<file path="config.mk">
export PLATFORM = sky130hd
export DESIGN_NAME = adv_regfile
export DESIGN_NICKNAME = d
export VERILOG_FILES = /design/src/rtl/adv_regfile_pkg.sv /design/src/rtl/adv_slot_decode.sv /design/src/rtl/adv_mode_ctrl.sv /design/src/rtl/adv_param_ram.sv /design/src/rtl/adv_regfile.sv
export SDC_FILE = /design/constraint.sdc
export NUM_CORES = 1
export LEC_CHECK = 0
export ABC_AREA = 0
export BUFFER_PORTS_ARGS = -buffer_cell sky130_fd_sc_hd__buf_2
export CORE_MARGIN = 2
export CORE_UTILIZATION = 56
export DETAILED_ROUTE_END_ITERATION = 8
export PLACE_DENSITY = 0.75
export SLEW_MARGIN = 25
export SYNTH_ARGS = -nofsm -noshare
export SYNTH_HDL_FRONTEND = slang
export SYNTH_HIERARCHICAL = 1
export SYNTH_SLANG_ARGS = --single-unit
</file>
<file path="constraint.sdc">
create_clock -name clk -period 2.8 [get_ports clk]
set_input_delay 0.56 -clock clk [delete_from_list [all_inputs] [get_ports clk]]
set_output_delay 0.56 -clock clk [all_outputs]
set_load 0.05 [all_outputs]
</file>
<file path="src/rtl/adv_regfile_pkg.sv">
// Shared definitions for the advanced-mode register file.
// Assumes eight-bit registers and a four-bit slot index.
package adv_regfile_pkg;
    localparam int SLOT_W = 4;

    typedef enum logic [SLOT_W-1:0] {
        SL_WR_DATA  = 4'd0,
        SL_WR_MARK  = 4'd1,
        SL_WR_CRC   = 4'd2,
        SL_WR_PARAM = 4'd3,
        SL_WR_PHASE = 4'd4,
        SL_WR_SETUP = 4'd5,
        SL_WR_MCLR  = 4'd6,
        SL_WR_MSET  = 4'd7,
        SL_RD_DATA  = 4'd8,
        SL_RD_MARK  = 4'd9,
        SL_RD_ERROR = 4'd10,
        SL_RD_PARAM = 4'd11,
        SL_RD_PHASE = 4'd12,
        SL_RD_SETUP = 4'd13,
        SL_RD_STAT  = 4'd14,
        SL_RD_HSHK  = 4'd15
    } slot_t;

    localparam int          ADV_BIT      = 6;
    localparam logic [7:0]  HS_SENSE     = 8'h08;
    localparam logic [7:0]  PHASE_QUERY  = 8'h77;
endpackage

</file>
<file path="src/rtl/adv_slot_decode.sv">
// Slot decoder: extracts the slot from the byte address and turns a host
// access into per-register strobes. Assumes one access per cycle and
// gates every strobe with the advanced-mode flag.
module adv_slot_decode
    import adv_regfile_pkg::*;
#(
    parameter int ADDR_W     = 13,
    parameter int SLOT_SHIFT = 9
) (
    input  logic              acc_en,
    input  logic              acc_wr,
    input  logic [ADDR_W-1:0] acc_addr,
    input  logic              active,
    output slot_t             slot,
    output logic              rd_en,
    output logic              wr_param,
    output logic              rd_param,
    output logic              wr_phase,
    output logic              wr_mclr,
    output logic              wr_mset
);
    logic live_wr;
    logic live_rd;

    // Slot extraction and strobe generation.
    always_comb begin
        slot     = slot_t'(acc_addr[SLOT_SHIFT +: SLOT_W]);
        live_wr  = acc_en && acc_wr && active;
        live_rd  = acc_en && !acc_wr && active;
        rd_en    = live_rd;
        wr_param = live_wr && (slot == SL_WR_PARAM);
        rd_param = live_rd && (slot == SL_RD_PARAM);
        wr_phase = live_wr && (slot == SL_WR_PHASE);
        wr_mclr  = live_wr && (slot == SL_WR_MCLR);
        wr_mset  = live_wr && (slot == SL_WR_MSET);
    end
endmodule

</file>
<file path="src/rtl/adv_mode_ctrl.sv">
// Mode register and mode state. Keeps the mode byte, which has separate
// clear and set ports, and the advanced-mode flag, and raises the
// return-to-legacy pulse. Assumes write strobes arrive only while active.
module adv_mode_ctrl
    import adv_regfile_pkg::*;
#(
    parameter int DATA_W = 8
) (
    input  logic              clk,
    input  logic              rst_n,
    input  logic              enter_adv,
    input  logic              wr_clr,
    input  logic              wr_set,
    input  logic [DATA_W-1:0] wdata,
    output logic [DATA_W-1:0] mode_q,
    output logic              adv_q,
    output logic              leg_req_q
);
    localparam logic [DATA_W-1:0] ADV_MASK = DATA_W'(1) << ADV_BIT;

    logic [DATA_W-1:0] after_clr;

    // Value the mode byte takes if the current write is a mode-clear.
    always_comb after_clr = mode_q & ~wdata;

    // Mode byte, advanced flag and exit pulse.
    always_ff @(posedge clk) begin
        if (!rst_n) begin
            mode_q    <= '0;
            adv_q     <= 1'b0;
            leg_req_q <= 1'b0;
        end else begin
            leg_req_q <= 1'b0;
            if (enter_adv && !adv_q) begin
                mode_q <= mode_q | ADV_MASK;
                adv_q  <= 1'b1;
            end else if (wr_clr) begin
                mode_q <= after_clr;
                if (!after_clr[ADV_BIT]) begin
                    adv_q     <= 1'b0;
                    leg_req_q <= 1'b1;
                end
            end else if (wr_set) begin
                mode_q <= mode_q | wdata;
            end
        end
    end

    AST_ADV_HAS_BIT: assert property (@(posedge clk) disable iff (!rst_n)
        adv_q |-> mode_q[ADV_BIT]);
    AST_ENTER: assert property (@(posedge clk) disable iff (!rst_n)
        (enter_adv && !adv_q) |=> (adv_q && mode_q[ADV_BIT]));
    AST_EXIT_PULSE: assert property (@(posedge clk) disable iff (!rst_n)
        leg_req_q |-> (!adv_q && !mode_q[ADV_BIT]));
    AST_PULSE_ONE: assert property (@(posedge clk) disable iff (!rst_n)
        leg_req_q |=> !leg_req_q);
    AST_SET_BITS: assert property (@(posedge clk) disable iff (!rst_n)
        (wr_set && !wr_clr && adv_q) |=> ((mode_q & $past(wdata)) == $past(wdata)));
endmodule

</file>
<file path="src/rtl/adv_param_ram.sv">
// Parameter memory reached through one port with an auto-incrementing,
// wrapping pointer. A pointer clear overrides an access in the same
// cycle. Assumes a read and a write never arrive together.
module adv_param_ram #(
    parameter int DATA_W = 8,
    parameter int DEPTH  = 16
) (
    input  logic              clk,
    input  logic              rst_n,
    input  logic              wr_en,
    input  logic              rd_en,
    input  logic              ptr_clr,
    input  logic [DATA_W-1:0] wdata,
    output logic [DATA_W-1:0] rdata
);
    localparam int               PTR_W = (DEPTH > 1) ? $clog2(DEPTH) : 1;
    localparam logic [PTR_W-1:0] LAST  = PTR_W'(DEPTH - 1);

    logic [DATA_W-1:0] mem_q [DEPTH];
    logic [PTR_W-1:0]  ptr_q;
    logic [PTR_W-1:0]  ptr_inc;

    // Next pointer value after an access, wrapping at the last entry.
    always_comb ptr_inc = (ptr_q == LAST) ? '0 : ptr_q + 1'b1;

    // Read port: the byte at the pointer.
    always_comb rdata = mem_q[ptr_q];

    // Pointer update.
    always_ff @(posedge clk) begin
        if (!rst_n)                ptr_q <= '0;
        else if (ptr_clr)          ptr_q <= '0;
        else if (wr_en || rd_en)   ptr_q <= ptr_inc;
    end

    // One storage byte per entry, cleared on reset.
    for (genvar g = 0; g < DEPTH; g++) begin : g_entry
        always_ff @(posedge clk) begin
            if (!rst_n)                                  mem_q[g] <= '0;
            else if (wr_en && ptr_q == PTR_W'(g))        mem_q[g] <= wdata;
        end
    end

    AST_PTR_CLEAR: assert property (@(posedge clk) disable iff (!rst_n)
        ptr_clr |=> (ptr_q == '0));
    AST_PTR_WRAP: assert property (@(posedge clk) disable iff (!rst_n)
        ((wr_en || rd_en) && !ptr_clr && ptr_q == LAST) |=> (ptr_q == '0));
    AST_WR_LANDS: assert property (@(posedge clk) disable iff (!rst_n)
        (wr_en && !ptr_clr) |=> (mem_q[$past(ptr_q)] == $past(wdata)));
    AST_IDLE_HOLD: assert property (@(posedge clk) disable iff (!rst_n)
        (!wr_en && !rd_en && !ptr_clr) |=> $stable(ptr_q));
endmodule

</file>
<file path="src/rtl/adv_regfile.sv">
// Advanced-mode register file: decodes host accesses into sixteen slots
// and holds the mode, phase and parameter state. Reads are combinational
// in the access cycle, and their side effects take place at the clock edge.
// Assumes the legacy side raises enter_adv and reacts to legacy_req.
module adv_regfile
    import adv_regfile_pkg::*;
#(
    parameter int ADDR_W     = 13,
    parameter int SLOT_SHIFT = 9,
    parameter int DATA_W     = 8,
    parameter int PRAM_DEPTH = 16
) (
    input  logic              clk,
    input  logic              rst_n,
    input  logic              enter_adv,
    input  logic              acc_en,
    input  logic              acc_wr,
    input  logic [ADDR_W-1:0] acc_addr,
    input  logic [DATA_W-1:0] wdata,
    input  logic [DATA_W-1:0] status_in,
    output logic [DATA_W-1:0] rdata,
    output logic [DATA_W-1:0] mode_bits,
    output logic              adv_active,
    output logic              legacy_req
);
    slot_t             slot;
    logic              rd_en, wr_param, rd_param, wr_phase, wr_mclr, wr_mset;
    logic [DATA_W-1:0] phase_q;
    logic [DATA_W-1:0] pram_rd;

    adv_slot_decode #(.ADDR_W(ADDR_W), .SLOT_SHIFT(SLOT_SHIFT)) u_dec (
        .acc_en(acc_en), .acc_wr(acc_wr), .acc_addr(acc_addr),
        .active(adv_active), .slot(slot), .rd_en(rd_en),
        .wr_param(wr_param), .rd_param(rd_param), .wr_phase(wr_phase),
        .wr_mclr(wr_mclr), .wr_mset(wr_mset)
    );

    adv_mode_ctrl #(.DATA_W(DATA_W)) u_mode (
        .clk(clk), .rst_n(rst_n), .enter_adv(enter_adv),
        .wr_clr(wr_mclr), .wr_set(wr_mset), .wdata(wdata),
        .mode_q(mode_bits), .adv_q(adv_active), .leg_req_q(legacy_req)
    );

    adv_param_ram #(.DATA_W(DATA_W), .DEPTH(PRAM_DEPTH)) u_pram (
        .clk(clk), .rst_n(rst_n), .wr_en(wr_param), .rd_en(rd_param),
        .ptr_clr(wr_mclr), .wdata(wdata), .rdata(pram_rd)
    );

    // Phase byte storage.
    always_ff @(posedge clk) begin
        if (!rst_n)        phase_q <= '0;
        else if (wr_phase) phase_q <= wdata;
    end

    // Read data selection for the read slots.
    always_comb begin
        rdata = '0;
        if (rd_en) begin
            unique case (slot)
                SL_RD_PARAM: rdata = pram_rd;
                SL_RD_PHASE: rdata = phase_q;
                SL_RD_STAT: begin
                    rdata          = status_in;
                    rdata[ADV_BIT] = adv_active;
                end
                SL_RD_HSHK:  rdata = (phase_q == PHASE_QUERY) ? HS_SENSE : '0;
                default:     rdata = '0;
            endcase
        end
    end

    AST_IDLE_ZERO: assert property (@(posedge clk) disable iff (!rst_n)
        !adv_active |-> (rdata == '0));
    AST_PHASE_BACK: assert property (@(posedge clk) disable iff (!rst_n)
        (acc_en && acc_wr && adv_active && slot == SL_WR_PHASE) |=>
        (phase_q == $past(wdata)));
    AST_HS_VALUES: assert property (@(posedge clk) disable iff (!rst_n)
        (rd_en && slot == SL_RD_HSHK) |-> (rdata == '0 || rdata == HS_SENSE));
endmodule

</file>
Yosys cells after proc, flatten, opt, wreduce, memory -nomap -nowiden
Memory sizes are Yosys's and may differ from the RTL's. A register that Yosys moved wholly into a read port is not among the register bits.
Index checks and enable logic that the tools add are counted.
Word-level totals
  bits in registers: 22
  memory bits (writable): 128
  input bits: 34
  output and inout port bits: 18
  word-level logic and storage cells: 170
  memories: 1
Memories
  u_pram.mem_q: depth 16, width 8, read ports 1, clocked after memory_dff 1, wr ports 16, line adv_param_ram.sv:19  | logic [DATA_W-1:0] mem_q [DEPTH];
Cells by class
  add/subtract/negate cells: 1
  equality and inequality tests: 25
  multiplexer cells: 78
  bitwise gates (word level): 22
  reductions and logical operators: 37
Operator list (count)
  8-bit two-way mux: 19
  1-bit two-way mux: 53
  4-bit == test (second input constant): 12
  8-bit case mux with 4 select lines: 1
  4-bit by 3-bit == test with 1-bit output (second input constant): 7
  1-bit logical AND: 26
  4-bit two-way mux: 4
  1-bit OR: 16
  4-bit by 2-bit == test with 1-bit output (second input constant): 3
  8-bit bitwise AND: 1
  8-bit by 7-bit == test with 1-bit output (second input constant): 1
  8-bit inverter: 1
  8-bit OR: 1
  7-bit two-way mux: 1
  4-bit by 1-bit adder with 4-bit output (second input constant): 1
  4-bit by 1-bit == test with 1-bit output (second input constant): 1
  4-bit logical NOT: 1
  2-bit AND reduction: 2
  2-bit nonzero test: 2
  1-bit inverter: 3
  3-bit nonzero test: 1
  3-bit OR reduction: 1
  1-bit logical NOT: 2
  2-bit != test (second input constant): 1
  other kinds (2): 2

Depth between registers and ports, before layout
Gate-level depths: netlist (run 1).
  depth in word-level cells: 8
  depth in mapped cells: 8
  depth with buffers taken out: 6

By module
The synthesis (run 1) kept the hierarchy.
By module, submodules not included
  adv_param_ram: times used 1, cells each 413, area an instance 6231.0 um^2, sequential area each 4003.8 um^2
  adv_regfile: times used 1, cells each 63, area an instance 575.6 um^2, sequential area each 160.2 um^2
  adv_mode_ctrl: times used 1, cells each 45, area an instance 494.2 um^2, sequential area each 200.2 um^2
  adv_slot_decode: times used 1, cells each 16, area an instance 115.1 um^2, sequential area each 0.0 um^2

Worst setup path before layout (run 1)
Ideal clock, no wire load.
  path type: input -> output
  start: input acc_addr[12]
  end: output rdata[3]
  arrival time: 2128 ps
  data required time: 2240 ps
  path slack: 112 ps
  cell stages on the path: 4
  path buffers: 1
  cell sequence: buf_4 > nand3_1 > or4_1 > a31oi_1
Between the ends
  cells in the longest elaborated chain, start to end: 3
  elaborated cells between the ends (all ways): 6
  classes of those cells: eq/ne: 4; mux: 2
Ends and longest elaborated chain
  from (decl): line adv_regfile.sv:18  | input logic [ADDR_W-1:0] acc_addr,
  4-bit == test: line adv_regfile.sv:59  | unique case (slot)
  8-bit case mux with 4 select lines *: line adv_regfile.sv:59
  8-bit two-way mux *: line adv_regfile.sv:58  | if (rd_en) begin
  to (decl): line adv_regfile.sv:21  | output logic [DATA_W-1:0] rdata,
Every way passes the cells marked *; elsewhere a longest branch is shown, timed or not.

==> results of run 1 <==
worst max-delay path: stages (launching register included):
cell and delay (ps):
dfxtp_4 410, buf_6 180, mux4_1 590, a22oi_2 260
nand2_1 130, a22oi_1 180, nor2_1 60, buf_4 200
power by group through the flow:
stage | logic, mW | registers (mW) | clock network [mW]
3_3_place_gp | 0.237 | 2.62 | 0
3_5_place_dp | 0.243 | 2.63 | 0
5_1_grt | 0.268 | 2.59 | 2.43
2_1_floorplan | 0.132 | 2.63 | 0
6_report | 0.253 | 2.58 | 2.32
4_1_cts | 0.252 | 2.58 | 2.33
Yosys cell counts, types with 2 or more instances:
library cell,count,area share
nor2b_1,9,0.0076
o211a_1,8,0.011
buf_6,4,0.0061
inv_1,3,0.0015
mux2_2,8,0.012
buf_2,8,0.0054
buf_4,5,0.0051
and3b_2,3,0.0040
edfxtp_1,128,0.52
nor2_1,28,0.014
nand3b_1,2,0.0020
nor3b_2,7,0.012
mux4_1,14,0.050
and2_1,129,0.11
or4_1,2,0.0020
clkdlybuf4s25_2,3,0.0040
ha_1,4,0.0067
a22oi_1,23,0.023
a21oi_1,6,0.0040
nand2b_1,5,0.0042
nand3_1,14,0.0094
o211ai_1,2,0.0020
nor3_1,2,0.0013
mux4_2,18,0.055
dfxtp_1,26,0.070
mux2i_1,8,0.011
clkbuf_1,15,0.0076
nand2_1,19,0.0096
o21ai_0,20,0.013
layout by cell type (no fill, tap or decap), types with 3 or more instances in the layout:
cell,count
buf_2,33
nand3_1,14
nand2b_1,5
nand2_1,19
mux4_2,25
mux2i_1,8
buf_4,36
and2_1,129
a22oi_1,9
dfxtp_1,25
inv_1,3
clkinv_2,3
o21ai_0,20
mux2_2,8
nor2b_1,9
a21oi_1,6
clkbuf_8,3
o211a_1,8
clkbuf_16,21
edfxtp_1,128
buf_6,6
nor2_1,28
and3b_2,3
mux4_1,7
nor3b_2,7
ha_1,4
a22oi_2,14
metal layers:
layer / share of wire / wire, µm
met3: 0.064 / 1129
met1: 0.40 / 7082
met4: 0.029 / 510
met2: 0.51 / 8937
met5: 0 / 0
final timing paths:
check / start / to / slack (ps) / cells after the start
max: flop / rdata[1] / -210 / 7
min: enter_adv / u_mode/adv_q / 390 / 2
max reg2reg: u_mode/adv_q / u_pram/mem_q[0][3] / 600 / 6
min reg2reg: flop / flop / 500 / 1
logic make-up after synthesis:
| family | after synthesis | synth area share |
|---|---|---|
| AND/OR/NAND/NOR | 229 | 0.1883 |
| buffers and inverters | 38 | 0.02969 |
| XOR/XNOR | 1 | 0.001181 |
| AO/OA/AOI/OAI | 63 | 0.05838 |
| flip-flops | 154 | 0.5885 |
| adder cells (fa/ha/maj) | 4 | 0.006749 |
| multiplexers | 48 | 0.1272 |
stage by stage:
stage / cell area [µm²] / power [mW] / instances / hold WS [ps] / setup WS (ps)
after floorplan: 7416 / 2.760 / 537 / 491.2 / 112.4
after global placement: 7929 / 2.860 / 755 / 479.6 / 87.96
after detailed placement: 7929 / 2.874 / 755 / 482.2 / 95.15
after CTS: 8652 / 5.170 / 788 / 383.9 / -207.1
after global routing: 8648 / 5.292 / 788 / 388.2 / -311.4
final: 8648 / 5.154 / 788 / 389.4 / -210.4
final cells by class:
type / instances / area, µm²
timing repair buffer: 78 / 558.0
multi-input combinational: 345 / 2875
tap: 176 / 220.2
clock buffer: 25 / 570.5
sequential: 154 / 4368
fill: 926 / 4437
clock inverter: 7 / 45.04
inverter: 3 / 11.26
state kept, by name, summed over array words and instances, names as in the netlist, named ones only:
register and flops:
phase_q 8, u_mode/leg_req_q 1, u_mode/adv_q 1, u_pram/ptr_q 4, u_pram/mem_q 128, u_mode/mode_q 1
repair_timing:
item                                    CTS  global route
endpoints found under the setup margin    8             8
pin swaps                                10             6
resized for setup                        37             1
setup buffers                             1             0
==> key figures, run 1 <==
Run status
  • Status: complete, but fails checks
  • Failing checks: setup timing

Placement
  • GPL Wtd Cong: 0.9443
  • Dpl hpwl: 11.10 mm
  • IO buf count: 41

Global route
  • Initial antenna violation count: 0
  • Vias in the first global route: 4742
  • Met1 Use GR: 0.3569
  • Met2 usage: 0.4246
  • Most Used Layer, Global Route: met2
  • Met3 usage: 0.04885
  • Gr ovfl total: 0
  • First-pass GRT wire length: 27.59 mm
  • Largest net degree at the start of global routing: 30
  • GRT Overall Usage: 0.2663

STA
  • Crit path time final: 3010 ps
  • Worst Tran Pin Value: 856.0 ps
  • Worst Setup Slack, final: -210.4 ps
  • Fmax: 332.2 MHz
  • Crit share post-route: 1.075
  • Max-slew headroom: 0.4273
  • Skew final: 12.05 ps
  • Final Max Slew Viols: 0
  • Unrepaired setup endpoints after global routing: yes
  • Hold violation count in the final report: 0
  • Final setup violation count: 8
  • Setup TNS: -1369 ps

Power and ir drop
  • LEAKAGE: 3.203 nW
  • Clock power share: 0.450
  • Pint: 4.066 mW
  • Pwr dens: 595.9 nW/µm²
  • Combinational group share of total power: 0.049
  • Sw frac: 0.2112
  • P_sw: 1.088 mW
  • Reg power frac: 0.501
  • Peak supply drop: 0.6074 mV

Worst setup path
  • Crit Path Class: flop to output port
  • Crit-path max FO: 9
  • Signal arrival time at the worst endpoint: 2450 ps
  • Critical path endpoint category: output port
  • Crit path required time: 2240 ps
  • Worst setup SP type: flop

Route
  • Detail-routed via count per cell: 6.022
  • Detailed Routing Iterations Pass 1: 5
  • WL final: 17.66 mm
  • WL/cell: 22.41 µm
  • Residual DRC: 0
  • Antenna viol nets, final: 0
  • Initial drt markers: 517
  • Routed via count: 4745

Clock tree
  • CTS max path bufs: 2
  • Hold buffers post-CTS: 0
  • Clk sink count: 154
  • Clock root cell: clkbuf_16
  • TritonCTS buffer count: 17
  • H-tree depth: 4
  • Worst-path clk slew: 60 ps
  • CTS tree: done
  • Worst-Skew Late Latency: 430 ps

Die
  • Rows: 42
  • Die Area: 14180 µm²
  • Core ar.: 13090 µm²
  • Width of the die: 119.1 µm
  • Initial Utilization: 0.5667
  • Top-Level Pins: 52
  • Die height: 119.1 µm

Layout
  • Final Core Density: 0.6609
  • Layout Nets: 637
  • Layout cells sized above 1: 0.2810
  • Area Overhead vs Synth: 16.62%
  • Antenna cells: 0

Synthesis
  • Count of cell types in the netlist: 43
  • Post-synthesis cell count: 537
  • Asr flop ratio synth: 0
  • Mapped Area: 7416 µm²
  • Number of synthesized register bits: 154
  • Number of flops mapped to enable cells by yosys: 128
  • Seq/Total Area, Yosys: 0.5885
  • Synth Flop Type: edfxtp_1
  • Syn Area/Cell: 13.81 µm²
  • YS warnings: 6
  • Synth Net Count: 575

Run
  • Max-cap viol count: 0

Min path
  • Hold crit path type: input pin to flop
Power figures use the tool's default switching activity.
==> run 2: changes to the inputs <==
--- a/config.mk
+++ b/config.mk
@@ -7,10 +7,12 @@
 export LEC_CHECK = 0
 export ABC_AREA = 0
 export BUFFER_PORTS_ARGS = -buffer_cell sky130_fd_sc_hd__buf_2
+export CELL_PAD_IN_SITES_DETAIL_PLACEMENT = 1
+export CELL_PAD_IN_SITES_GLOBAL_PLACEMENT = 2
 export CORE_MARGIN = 2
-export CORE_UTILIZATION = 56
+export CORE_UTILIZATION = 43
 export DETAILED_ROUTE_END_ITERATION = 8
-export PLACE_DENSITY = 0.75
+export PLACE_DENSITY_LB_ADDON = 0.1
 export SLEW_MARGIN = 25
 export SYNTH_ARGS = -nofsm -noshare
 export SYNTH_HDL_FRONTEND = slang
==> run 2 against run 1 <==
- the flow still finishes with violations (setup timing)
- sequential share of layout area shrank 0.59 points
- die area grew 29%
- highest routed layer unchanged
- cell area grew 1.2%
- hold slack gained 18 ps
==> key figures, run 2 (synthesis gave the netlist of run 1 again) <==
Run status
  • Status: complete, but fails checks
  • Failing checks: setup timing

Worst setup path
  • Worst setup SP type: flop
  • CP Cell Sequence: buf_8 > mux4_2 > a22oi_2 > nand2_1 > and3b_2 > o211ai_1 > a31oi_1 > buf_4
  • Worst R2R Setup Slack: 570 ps (-30 ps)
  • Max incr delay on CP: 520 ps (-70 ps)
  • Signal arrival time at the worst endpoint: 2450 ps (about the same)
  • Delay-heaviest family, CP: multiplexers
  • Critical path endpoint category: output port
  • Crit path required time: 2240 ps (about the same)
  • CP bufs+invs: 2 (unchanged)
  • CP max stage cell: mux4_2
  • Crit-path max FO: 6 (-3)
  • Crit Path Class: flop to output port

Layout
  • Commonest non-fill, non-tap cells in the layout: 129 x and2_1, 128 x edfxtp_1, 35 x buf_4
  • Final Core Density: 0.5130 (-0.1479)
  • Biggest register: u_pram/mem_q
  • Layout Nets: 640 (+0.47%)
  • Biggest regs: u_pram/mem_q: 128 flops, phase_q: 8 flops, u_pram/ptr_q: 4 flops
  • Area Overhead vs Synth: 17.99%
  • Commonest non-fill, non-tap cell in the layout: and2_1
  • Max reg flops: 128 (unchanged)
  • Layout cells sized above 1: 0.3078 (+0.02677)

Clock tree
  • CTS max path bufs: 2 (unchanged)
  • H-tree depth: 4 (unchanged)
  • CTS tree: done
  • TritonCTS buffer count: 17 (unchanged)
  • Worst-path clk slew: 60 ps (about the same)
  • Clk sink count: 154 (unchanged)
  • Hold buffers post-CTS: 0 (unchanged)
  • Clock root cell: clkbuf_16
  • Worst-Skew Late Latency: 420 ps (about the same)

Route
  • Detail-routed via count per cell: 5.546 (-7.9%)
  • Initial drt markers: 307 (-41%)
  • WL final: 20.07 mm (+14%)
  • Detailed Routing Iterations Pass 1: 5 (unchanged)
  • Residual DRC: 0 (unchanged)
  • WL/cell: 23.86 µm (+6.5%)
  • Routed via count: 4664 (-1.7%)
  • Antenna viol nets, final: 0 (unchanged)

STA
  • Crit path time final: 3007 ps (-2.911 ps)
  • Fin Hold WS: 407.6 ps (+18.23 ps)
  • Final setup violation count: 8 (unchanged)
  • Skew final: 8.520 ps (-3.526 ps)
  • Hold violation count in the final report: 0 (unchanged)
  • Worst Tran Pin Value: 611.3 ps (-244.7 ps)
  • Max-slew headroom: 0.5910 (+0.1637)
  • Crit share post-route: 1.074 (about the same)
  • Fmax: 332.5 MHz (about the same)
  • Final Max Slew Viols: 0 (unchanged)
  • Unrepaired setup endpoints after global routing: yes
  • Worst Setup Slack, final: -207.5 ps (+2.911 ps)

Power and ir drop
  • Pint: 4.021 mW (-1.1%)
  • Pwr dens: 583.2 nW/µm² (-2.1%)
  • LEAKAGE: 3.181 nW (-0.69%)
  • Reg power frac: 0.506 (+0.005)
  • Clock power share: 0.441 (-0.009)
  • Peak supply drop: 0.4037 mV (-34%)
  • Combinational group share of total power: 0.053 (+0.004)
  • Sw frac: 0.2120 (+0.0008005)
  • P_sw: 1.082 mW (-0.61%)

Die
  • Die height: 135.3 µm (+14%)
  • Initial Utilization: 0.4348 (-0.1320)
  • Top-Level Pins: 52 (unchanged)
  • Rows: 48 (+14%)
  • Width of the die: 135.3 µm (+14%)
  • Die Area: 18310 µm² (+29%)
  • Core ar.: 17060 µm² (+30%)

Global route
  • Initial antenna violation count: 2 (+2)
  • GRT Overall Usage: 0.2347 (-0.03153)
  • First-pass GRT wire length: 30.66 mm (+11%)
  • Met1 Use GR: 0.3102 (-0.04663)
  • Largest net degree at the start of global routing: 30 (unchanged)
  • Met2 usage: 0.3923 (-0.03230)
  • Vias in the first global route: 4970 (+4.8%)
  • Met3 usage: 0.04003 (-0.008821)
  • Gr ovfl total: 0 (unchanged)
  • Most Used Layer, Global Route: met2

Placement
  • IO buf count: 41 (unchanged)
  • GPL Wtd Cong: 0.7836 (-17%)
  • Dpl hpwl: 13.05 mm (+18%)

Min path
  • Hold crit path type: input pin to flop

Run
  • Max-cap viol count: 0 (unchanged)
[run 2: worst paths after layout]
| kind | from | endpoint | cells past startpoint |
|---|---|---|---|
| max reg2reg | u_mode/adv_q | u_pram/mem_q[9][4] | 6 |
| max | flop | rdata[3] | 8 |
| min reg2reg | flop | flop | 1 |
| min | enter_adv | u_mode/adv_q | 2 |
[run 2: stage by stage]
stage | power (mW) | setup slack, ps | std cells | TNS (ps) | cell area [µm²]
finish | 5.103 | -207.5 | 841 | -1336 | 8750
CTS | 5.141 | -260.2 | 838 | -1691 | 8705
global route | 5.284 | -315.7 | 840 | -2133 | 8747
global placement | 2.875 | 24.05 | 805 | 0 | 7985
detailed placement | 2.889 | 12.06 | 805 | 0 | 7985
floorplan | 2.760 | 112.4 | 537 | 0 | 7416
[run 2: area by class of cell]
class / instances / area (µm²)
diodes: 2 / 5.005
clock buffers: 25 / 518.0
clock inverters: 6 / 57.56
fillers: 1747 / 8307
inverters: 3 / 11.26
multi-input cells: 345 / 2909
flip-flops and latches: 154 / 4368
well taps: 225 / 281.5
repair buffers: 81 / 599.3
[run 2: repair_timing]
| action | 4_1_cts | 5_1_grt |
|---|---|---|
| setup endpoints to repair | 8 | 8 |
| gates resized for setup | 49 | 16 |
| pin swaps | 15 | 21 |
| buffers inserted | 2 | 1 |
| cloned | 0 | 0 |
[run 2: worst reg2reg max path, stage by stage, from the launching register on]
cell and delay (ps):
dfxtp_1 540, nand4b_4 180, nor3_1 210, buf_4 210, nand3_1 210, nor2_1 530, and2_1 220
[run 2: routing by layer]
metal,up-vias,share of wire,wire length (µm)
met1,2427,0.43,8699
met5,-,0,0
met4,0,0.024,477
li1,2122,-,-
met3,29,0.034,684
met2,86,0.51,10210
[run 2: power by group through the flow]
stage          clock network (mW)  logic, mW  registers [mW]
2_1_floorplan                   0      0.132            2.63
3_3_place_gp                    0      0.250            2.62
3_5_place_dp                    0      0.256            2.63
4_1_cts                      2.29      0.268            2.58
5_1_grt                      2.41      0.289            2.59
6_report                     2.25      0.268            2.58
==> run 3: changes to the inputs <==
--- a/config.mk
+++ b/config.mk
@@ -10,7 +10,7 @@
 export CELL_PAD_IN_SITES_DETAIL_PLACEMENT = 1
 export CELL_PAD_IN_SITES_GLOBAL_PLACEMENT = 2
 export CORE_MARGIN = 2
-export CORE_UTILIZATION = 43
+export CORE_UTILIZATION = 39
 export DETAILED_ROUTE_END_ITERATION = 8
 export PLACE_DENSITY_LB_ADDON = 0.1
 export SLEW_MARGIN = 25
==> constraint.sdc (replaced) <==
create_clock -name clk -period 2.65 [get_ports clk]
set_input_delay 0.53 -clock clk [delete_from_list [all_inputs] [get_ports clk]]
set_output_delay 0.53 -clock clk [all_outputs]
set_load 0.05 [all_outputs]
==> run 3 against run 2 <==
- the run still ends with setup timing left
- clock skew about the same
- cell count up 2.3%
- clock power up 4%
- flip-flop and latch count unchanged
- sequential power up 6%
- register-to-register slack worse by 110 ps
- count of clock-buffer cells in the layout down 4
- core utilization down 4.0 points
- largest cell class unchanged
- highest routed layer unchanged
==> key figures, run 3 (synthesis gave the netlist of run 1 again) <==
STA
  • Max-slew headroom: 0.6409 (+0.04996)
  • Hold violation count in the final report: 0 (unchanged)
  • Unrepaired setup endpoints after global routing: yes
  • Final Max Slew Viols: 0 (unchanged)
  • Worst Setup Slack, final: -332.6 ps (-125.1 ps)
  • Skew final: 8.923 ps (+0.4036 ps)
  • Final setup violation count: 8 (unchanged)
  • Crit path time final: 2983 ps
  • Fmax: 335.3 MHz
  • Crit share post-route: 1.126
  • Worst Tran Pin Value: 536.6 ps (-74.67 ps)

Power and ir drop
  • Sw frac: 0.2239 (+0.01198)
  • Reg power frac: 0.511 (+0.005)
  • P_sw: 1.196 mW (+11%)
  • Total power: 5.340 mW (+4.6%)
  • Combinational group share of total power: 0.053 (about the same)
  • Pwr dens: 603.9 nW/µm² (+3.5%)
  • LEAKAGE: 3.257 nW (+2.4%)
  • Pint: 4.144 mW (+3.0%)
  • Clock power share: 0.437 (-0.004)
  • Peak supply drop: 0.4224 mV (+4.6%)

Clock tree
  • Clk sink count: 154 (unchanged)
  • CTS tree: done
  • Worst-path clk slew: 60 ps (about the same)
  • CTS max path bufs: 2 (unchanged)
  • TritonCTS buffer count: 17 (unchanged)
  • Clock root cell: clkbuf_16
  • H-tree depth: 4 (unchanged)
  • Worst-Skew Late Latency: 430 ps (about the same)

Die
  • Top-Level Pins: 52 (unchanged)
  • Core ar.: 18710 µm² (+9.7%)
  • Die height: 141.9 µm (+4.9%)
  • Width of the die: 141.9 µm (+4.9%)
  • Rows: 50 (+4.2%)
  • Initial Utilization: 0.3965 (-0.03833)
  • Die Area: 20130 µm² (+9.9%)

Worst setup path
  • Worst r2r dst: u_pram/mem_q[14][6]
  • CP max stage cell: mux4_1
  • Most common cell on crit path: buf_4
  • CP bufs+invs: 3 (+1)
  • Delay-heaviest family, CP: multiplexers
  • Worst R2R Setup Slack: 460 ps (-110 ps)
  • Worst setup SP type: flop
  • Crit Path Class: flop to output port
  • Critical path endpoint category: output port
  • Crit-path max FO: 5 (-1)
  • Crit. path cell count: 8 (unchanged)
  • Reg2reg path depth: 6 (unchanged)
  • Max incr delay on CP: 600 ps (+80 ps)
  • Crit path required time: 2120 ps (-120 ps)
  • CP Cell Sequence: buf_4 > mux4_1 > a22oi_2 > buf_4 > nand2_1 > a22oi_1 > nor2_1 > buf_6
  • Signal arrival time at the worst endpoint: 2450 ps (about the same)
  • Worst r2r src: u_mode/adv_q

Layout
  • Max reg flops: 128 (unchanged)
  • Final non-filler cell total: 860 (+2.3%)
  • Commonest non-fill, non-tap cells in the layout: 129 x and2_1, 128 x edfxtp_1, 46 x buf_4
  • Final Core Density: 0.4727 (-0.04028)
  • Biggest register: u_pram/mem_q
  • Commonest non-fill, non-tap cell in the layout: and2_1
  • Area Overhead vs Synth: 19.23%
  • Antenna cells: 0 (-2)
  • Biggest regs: u_pram/mem_q: 128 flops, phase_q: 8 flops, u_pram/ptr_q: 4 flops
  • Layout Nets: 651 (+1.7%)
  • FILL cells: 1881 (+7.7%)
  • Layout cells sized above 1: 0.3051 (-0.002706)

Route
  • Residual DRC: 0 (unchanged)
  • Routed via count: 4613 (-1.1%)
  • Detail-routed via count per cell: 5.364 (-3.3%)
  • WL final: 19.86 mm (-1.1%)
  • Antenna viol nets, final: 0 (unchanged)
  • Metal-1 WL: 8.933 mm (+2.7%)
  • Uppermost routed layer: met4
  • Initial drt markers: 299 (-2.6%)
  • Detailed Routing Iterations Pass 1: 4 (-1)
  • Met2 routed WL: 10.15 mm (-0.59%)
  • WL met3: 471 µm (-31%)
  • WL/cell: 23.09 µm (-3.2%)

Placement
  • Placed cells: 826 (+2.6%)
  • Dpl hpwl: 13.25 mm (+1.5%)
  • IO buf count: 41 (unchanged)
  • GPL Wtd Cong: 0.7363 (-6.0%)

Global route
  • GRT Overall Usage: 0.2092 (-0.02558)
  • Gr ovfl total: 0 (unchanged)
  • Initial antenna violation count: 0 (-2)
  • First-pass GRT wire length: 29.95 mm (-2.3%)
  • Vias in the first global route: 4938 (-0.64%)
  • Largest net degree at the start of global routing: 26 (-13%)

Run
  • Max-cap viol count: 0 (unchanged)

Min path
  • Worst Hold Launch: enter_adv
  • Hold crit path type: input pin to flop
  • Hold depth: 2 (unchanged)
  • Hold path endpoint: u_mode/adv_q

Run status
  • Failing checks: setup timing
  • Status: complete, but fails checks
-- run 3: cell types whose count changed in the layout (fill, tap and decap cells not counted), sizes merged --
| cell | delta |
|---|---|
| clkinvlp | +2 |
| diode | -2 |
| buf | +11 |
| inv | +4 |
| clkbuf | -4 |
| bufinv | -1 |
-- run 3: layer usage --
layer  vias to the layer above  track usage
li1                       2151            -
met1                      2386       0.2665
met2                        53       0.3610
met3                        23      0.04995
met4                         0      0.05211
met5                         -            0
-- run 3: worst max path at each step --
stage | from | to | slack, ps
after floorplan | flop | rdata[3] | 20
after global placement | flop | rdata[5] | -50
after detailed placement | flop | rdata[5] | -70
after CTS | flop | rdata[5] | -390
after global routing | flop | rdata[3] | -450
final | flop | rdata[0] | -330
-- run 3: stage by stage --
| stage | setup TNS, ps | hold WS, ps | area, µm² | worst slack, ps |
|---|---|---|---|---|
| finish | -2289 | 363.7 | 8842 | -332.6 |
| global placement | -98.52 | 479.9 | 8124 | -54.18 |
| CTS | -2864 | 350.5 | 8808 | -387.2 |
| global route | -3197 | 355.2 | 8842 | -445.4 |
| detailed placement | -221.7 | 484.5 | 8124 | -66.10 |
| floorplan | 0 | 491.2 | 7416 | 19.46 |
-- run 3: power by group through the flow --
| stage | sequential, mW | clock, mW | combinational [mW] |
|---|---|---|---|
| 2_1_floorplan | 2.78 | 0 | 0.139 |
| 3_3_place_gp | 2.77 | 0 | 0.271 |
| 3_5_place_dp | 2.78 | 0 | 0.278 |
| 4_1_cts | 2.73 | 2.38 | 0.285 |
| 5_1_grt | 2.73 | 2.48 | 0.304 |
| 6_report | 2.73 | 2.33 | 0.282 |
-- run 3: layout make-up --
cell class	instances	area, µm²	area share
multi-input combinational	345	2907	0.3287
clock buffer	21	493.0	0.05575
sequential	154	4368	0.4940
inverter	3	11.26	0.001274
timing repair buffer	92	691.9	0.07825
tap	234	292.8	0.03311
clock inverter	11	78.83	0.008915
-- run 3: repair_timing --
action	CTS	global route
pin swaps	9	4
hold buffers	0	0
hold endpoints to repair	0	0
buffers inserted	2	0
resized for setup	32	13
setup endpoints to repair	8	8
-- run 3: worst reg2reg max path, cell delays in order (launching register included) --
cell and delay, ps:
dfxtp_1 530, nand4b_4 170, nor3_1 240, buf_4 210, nand3_1 210, nor2_1 500, and2_1 210
